`config.mk`:
```
export PLATFORM = sky130hd
export DESIGN_NAME = ilb_gate_seq
export DESIGN_NICKNAME = d
export VERILOG_FILES = /design/src/rtl/ilb_pkg.sv /design/src/rtl/ilb_osc.sv /design/src/rtl/ilb_fault.sv /design/src/rtl/ilb_phase.sv /design/src/rtl/ilb_gate_seq.sv
export SDC_FILE = /design/constraint.sdc
export NUM_CORES = 1
export LEC_CHECK = 0
export BUFFER_PORTS_ARGS = -buffer_cell sky130_fd_sc_hd__buf_2
export CORE_MARGIN = 4
export CORE_UTILIZATION = 55
export DETAILED_ROUTE_END_ITERATION = 8
export GPL_TIMING_DRIVEN = 0
export HOLD_SLACK_MARGIN = 0.12
export PLACE_DENSITY = 0.77
export SETUP_SLACK_MARGIN = 0.2
export SKIP_CTS_REPAIR_TIMING = 1
export SYNTH_ARGS = -nofsm -noshare
export SYNTH_HDL_FRONTEND = slang
export SYNTH_SLANG_ARGS = --single-unit
export TNS_END_PERCENT = 5
```
`constraint.sdc`:
```
create_clock -name clk_i -period 3.8 [get_ports clk_i]
set_input_delay 0.19 -clock clk_i [delete_from_list [all_inputs] [get_ports clk_i]]
set_output_delay 0.19 -clock clk_i [all_outputs]
set_load 0.02 [all_outputs]
```
`src/rtl/ilb_pkg.sv`:
```
package ilb_pkg;

    localparam int NPH  = 2;
    localparam int PH_A = 0;

    typedef enum logic [2:0] {
        PH_IDLE = 3'd0,
        PH_LOW  = 3'd1,
        PH_DTHL = 3'd2,
        PH_HIGH = 3'd3,
        PH_DTLH = 3'd4
    } ph_state_e;

    typedef struct packed {
        logic trip;
        logic swlow;
        logic lglow;
        logic rev;
    } ph_sense_t;

    typedef struct packed {
        logic hs;
        logic ls;
    } gate_t;

    function automatic int imax(input int a, input int b);
        return (a > b) ? a : b;
    endfunction

endpackage

```
`src/rtl/ilb_osc.sv`:
```
module ilb_osc
    import ilb_pkg::*;
#(
    parameter int OSC_CYC = 20
) (
    input  logic           clk_i,
    input  logic           rst_i,
    output logic [NPH-1:0] tick_o
);
    localparam int OW = $clog2(OSC_CYC);
    localparam logic [OW-1:0] LAST = OW'(OSC_CYC - 1);

    logic [OW-1:0] cnt_q;
    logic          sel_q;
    logic          wrap;

    assign wrap = (cnt_q == LAST);

    always_ff @(posedge clk_i) begin
        if (rst_i) begin
            cnt_q <= '0;
            sel_q <= 1'b0;
        end else begin
            cnt_q <= wrap ? '0 : cnt_q + OW'(1);
            if (wrap) sel_q <= ~sel_q;
        end
    end

    // Alternate oscillator wraps go to alternate phases.
    assign tick_o[0] = wrap & ~sel_q;
    assign tick_o[1] = wrap &  sel_q;

endmodule

```
`src/rtl/ilb_fault.sv`:
```
module ilb_fault
    import ilb_pkg::*;
(
    input  logic           clk_i,
    input  logic           rst_i,
    input  logic [NPH-1:0] oc_i,
    input  logic           izero_i,
    output logic           fault_o,
    output logic           restart_o
);
    logic fault_q, restart_q;

    always_ff @(posedge clk_i) begin
        if (rst_i) begin
            fault_q   <= 1'b0;
            restart_q <= 1'b0;
        end else begin
            if (!fault_q && (|oc_i)) fault_q <= 1'b1;
            else if (fault_q && izero_i) fault_q <= 1'b0;
            restart_q <= fault_q && izero_i;
        end
    end

    assign fault_o   = fault_q;
    assign restart_o = restart_q;

endmodule

```
`src/rtl/ilb_phase.sv`:
```
module ilb_phase
    import ilb_pkg::*;
#(
    parameter int MIN_LS    = 6,
    parameter int SENSE_TMO = 8
) (
    input  logic      clk_i,
    input  logic      rst_i,
    input  logic      tick_i,
    input  logic      disable_i,
    input  logic      force_i,
    input  ph_sense_t sense_i,
    output gate_t     gate_o
);
    localparam int LIM = imax(MIN_LS, SENSE_TMO);
    localparam int CW  = $clog2(LIM + 1);
    localparam logic [CW-1:0] LS_LAST  = CW'(MIN_LS - 1);
    localparam logic [CW-1:0] TMO_LAST = CW'(SENSE_TMO - 1);
    localparam logic [CW-1:0] CMAX     = CW'(LIM);

    ph_state_e     st_q, st_d;
    logic [CW-1:0] cnt_q;

    always_comb begin
        st_d = st_q;
        if (disable_i) begin
            st_d = PH_IDLE;
        end else if (force_i) begin
            // leave a blank cycle when the high side was on
            st_d = (st_q == PH_HIGH) ? PH_IDLE : PH_LOW;
        end else begin
            unique case (st_q)
                PH_IDLE: if (tick_i) st_d = PH_LOW;
                PH_LOW: begin
                    if (sense_i.rev) st_d = PH_IDLE;
                    else if (sense_i.trip && cnt_q >= LS_LAST) st_d = PH_DTHL;
                end
                PH_DTHL: begin
                    if (tick_i) st_d = PH_DTLH;
                    else if (sense_i.lglow || cnt_q >= TMO_LAST) st_d = PH_HIGH;
                end
                PH_HIGH: if (tick_i) st_d = PH_DTLH;
                PH_DTLH: if (sense_i.swlow || cnt_q >= TMO_LAST) st_d = PH_LOW;
                default: st_d = PH_IDLE;
            endcase
        end
    end

    always_ff @(posedge clk_i) begin
        if (rst_i) begin
            st_q  <= PH_IDLE;
            cnt_q <= '0;
        end else begin
            st_q <= st_d;
            if (st_d != st_q) cnt_q <= '0;
            else if (cnt_q != CMAX) cnt_q <= cnt_q + CW'(1);
        end
    end

    assign gate_o.hs = (st_q == PH_HIGH);
    assign gate_o.ls = (st_q == PH_LOW);

endmodule

```
`src/rtl/ilb_gate_seq.sv`:
```
module ilb_gate_seq
    import ilb_pkg::*;
#(
    parameter int OSC_CYC   = 20,
    parameter int MIN_LS    = 6,
    parameter int SENSE_TMO = 8
) (
    input  logic           clk_i,
    input  logic           rst_i,
    input  logic [NPH-1:0] trip_i,
    input  logic [NPH-1:0] swlow_i,
    input  logic [NPH-1:0] lglow_i,
    input  logic [NPH-1:0] rev_i,
    input  logic [NPH-1:0] oc_i,
    input  logic           izero_i,
    input  logic           lite_i,
    output logic [NPH-1:0] hs_o,
    output logic [NPH-1:0] ls_o,
    output logic [NPH-1:0] tick_o,
    output logic           restart_o
);
    logic [NPH-1:0] tick;
    logic           fault;

    ilb_osc #(.OSC_CYC(OSC_CYC)) osc_i (
        .clk_i  (clk_i),
        .rst_i  (rst_i),
        .tick_o (tick)
    );

    ilb_fault flt_i (
        .clk_i     (clk_i),
        .rst_i     (rst_i),
        .oc_i      (oc_i),
        .izero_i   (izero_i),
        .fault_o   (fault),
        .restart_o (restart_o)
    );

    for (genvar p = 0; p < NPH; p++) begin : g_ph
        ph_sense_t sn;
        gate_t     gt;
        logic      park;

        assign sn   = '{trip: trip_i[p], swlow: swlow_i[p], lglow: lglow_i[p], rev: rev_i[p]};
        assign park = (p == PH_A) ? lite_i : 1'b0;

        ilb_phase #(.MIN_LS(MIN_LS), .SENSE_TMO(SENSE_TMO)) ph_i (
            .clk_i     (clk_i),
            .rst_i     (rst_i),
            .tick_i    (tick[p]),
            .disable_i (park),
            .force_i   (fault),
            .sense_i   (sn),
            .gate_o    (gt)
        );

        assign hs_o[p] = gt.hs;
        assign ls_o[p] = gt.ls;
    end

    assign tick_o = tick;

endmodule

```
==> metrics.txt <==
status completed; Gate power share 0.178; Mapped Nets 192; NumNets Final 220; cell with the most instances after synthesis dfxtp_1; Die X 58.5 um; number of synthesized flops with an enable pin 0; total core area 2450 sq um; largest net degree at the start of global routing 13; worst slack at placement 1850 ps; Avg Synthesized Cell Area 8.31 sq um; crit path max fanout 8; DRC 0; WL/cell 13.1 um; drt first pass iters 4; initial antenna violation count 0; Hold WS 134 ps; clock share of power 0.274; Net Sw Power 0.000127 W; Setup CP Type register to register; Worst-path clk slew 120 ps; Synth area leader dfxtp_1; # H-tree levels 1; CTS Buffer Depth 2; # rows 18; setup violators final 0; aggregate global routing overflow 0; TritonCTS clock tree built; n_diodes 0; synthesis warning total 0; Final GP Congestion 0.839; WP data arrival 2670 ps; Clock Skew 4.87 ps; Static Leakage 0.649 nW; I/O pins 21; Finished Core Util 0.655; Async SR Flop Fraction 0; 1st-iter DRT viols 46; Seq/Total Area, Yosys 0.313; first-pass GRT wire length 4920 um; RSZ-0062 raised after global routing no; worst IR drop on VDD 0.206 mV; Final Routed Wirelength 2970 um; Slew @ Worst Pin 459 ps; CTS Buf Count 3; synth top area cells dfxtp_1 31%, ha_1 8.0%, nor3_1 5.0%; Cells after Synth 169; total track usage 0.182; Post-DRT Antenna Nets 0; vias post-DR 1308; share of layout cells above drive strength 1 0.179; Post-Syn Area 1410 sq um; crit path capture type register; worst rel slew slack 0.692; Worst Setup Start Kind register; Worst-Skew Late Latency 300 ps; Hold Path Class primary input to register; worst path required time 4050 ps; # clock sinks 22; PwrDens 289 nW/um^2; Final Cycle Share 0.638; DIE HEIGHT 58.5 um; Max Slew Vio Count 0; Highest Clock Rate 412 MHz; Final Hold Vio Count 0; Final min period 2430 ps; number of global-route vias before repair 1182; Root Buffer clkbuf_4; Main synth FF type dfxtp_1; DP HPWL 2350 um; DIE AREA 3430 sq um; Yosys cell types 45; cell-internal power 0.000338 W; synthesis-to-layout area growth 14.5%; Switching Share 0.273; max-cap violations 0; vias per cell 5.79; port buffer count 20; Starting Density 0.572; setup ws final 1370 ps; sequential fraction of design power 0.548; Post-synth top cells 22 x dfxtp_1, 14 x nor3_1, 13 x inv_1, 11 x nand2_1, 11 x nor2_1; Setup TNS 0 ps; top-area cell type share of the netlist area 0.313; Seq cells post-synth 22
-- area by class of cell --
class,count,area (sq um)
timing repair buffer,23,130
multi-input combinational,128,885
buffer,6,31.3
fill,223,846
tap,30,37.5
sequential,22,440
inverter,13,48.8
clock buffer,4,36.3
-- final timing paths --
path,startpoint,to,slack [ps],cells after the start
worst max-delay path,g_ph[0].ph_i.st_q[0],g_ph[0].ph_i.st_q[0],1370,6
worst min-delay path,rst_i,g_ph[1].ph_i.st_q[2],130,2
worst max register to register,g_ph[0].ph_i.st_q[0],g_ph[0].ph_i.st_q[0],1370,6
worst min register to register,osc_i.cnt_q[0],osc_i.cnt_q[0],470,1
-- state kept, by name, summed over array words and instances (netlist names) --
name / cells
g_ph.ph_i.st_q: 6
flt_i.restart_o: 1
flt_i.fault_o: 1
osc_i.cnt_q: 5
g_ph.ph_i.cnt_q: 8
osc_i.sel_q: 1
-- cell families after synthesis --
family          after synthesis  share of synthesized area
xor+xnor                      7                     0.0436
compound gates               39                      0.201
buf+inv                      19                     0.0570
simple gates                 70                      0.283
mux                           3                     0.0214
fa+ha+maj                     9                     0.0801
flops                        22                      0.313
-- critical path, stage by stage (launching register included) --
cell,delay (ps)
dfxtp_1,490
or4b_4,510
o21bai_4,200
a22oi_2,190
nor2b_1,70
a2111oi_2,330
dlygate4sd3_1,590
-- cell usage in the layout (no fill, tap or decap), types with 4 or more instances in the layout --
| master | instances |
|---|---|
| o21ai_0 | 8 |
| nor2_1 | 11 |
| a211oi_1 | 5 |
| dfxtp_1 | 22 |
| nand2_1 | 11 |
| nor3_1 | 14 |
| inv_1 | 13 |
| buf_2 | 21 |
| xnor2_1 | 5 |
| nor2b_1 | 5 |
| nor3b_1 | 4 |
| a21oi_1 | 7 |
| ha_1 | 9 |
| nand3_1 | 7 |
-- power by group through the flow --
stage / clock network [W] / registers (W) / logic (W)
6_report: 0.000127 / 0.000255 / 0.0000829
4_1_cts: 0.000132 / 0.000254 / 0.0000810
3_3_place_gp: 0 / 0.000258 / 0.0000769
5_1_grt: 0.000143 / 0.000257 / 0.0000936
3_5_place_dp: 0 / 0.000260 / 0.0000806
2_1_floorplan: 0 / 0.000257 / 0.0000587
-- per-stage QoR --
stage | power, W | std cells | cell area, sq um
finish | 0.000465 | 226 | 1610
detailed placement | 0.000340 | 219 | 1540
CTS | 0.000467 | 223 | 1580
floorplan | 0.000315 | 169 | 1410
global placement | 0.000335 | 219 | 1540
global route | 0.000493 | 226 | 1610
-- metal layers --
layer | track usage | up-vias | share of wire
li1 | - | 668 | -
met5 | 0 | - | 0
met4 | 0.0762 | 0 | 0.0077
met2 | 0.303 | 33 | 0.48
met3 | 0.0395 | 4 | 0.054
met1 | 0.227 | 603 | 0.46
No activity file was read; power rests on OpenSTA's default activity.
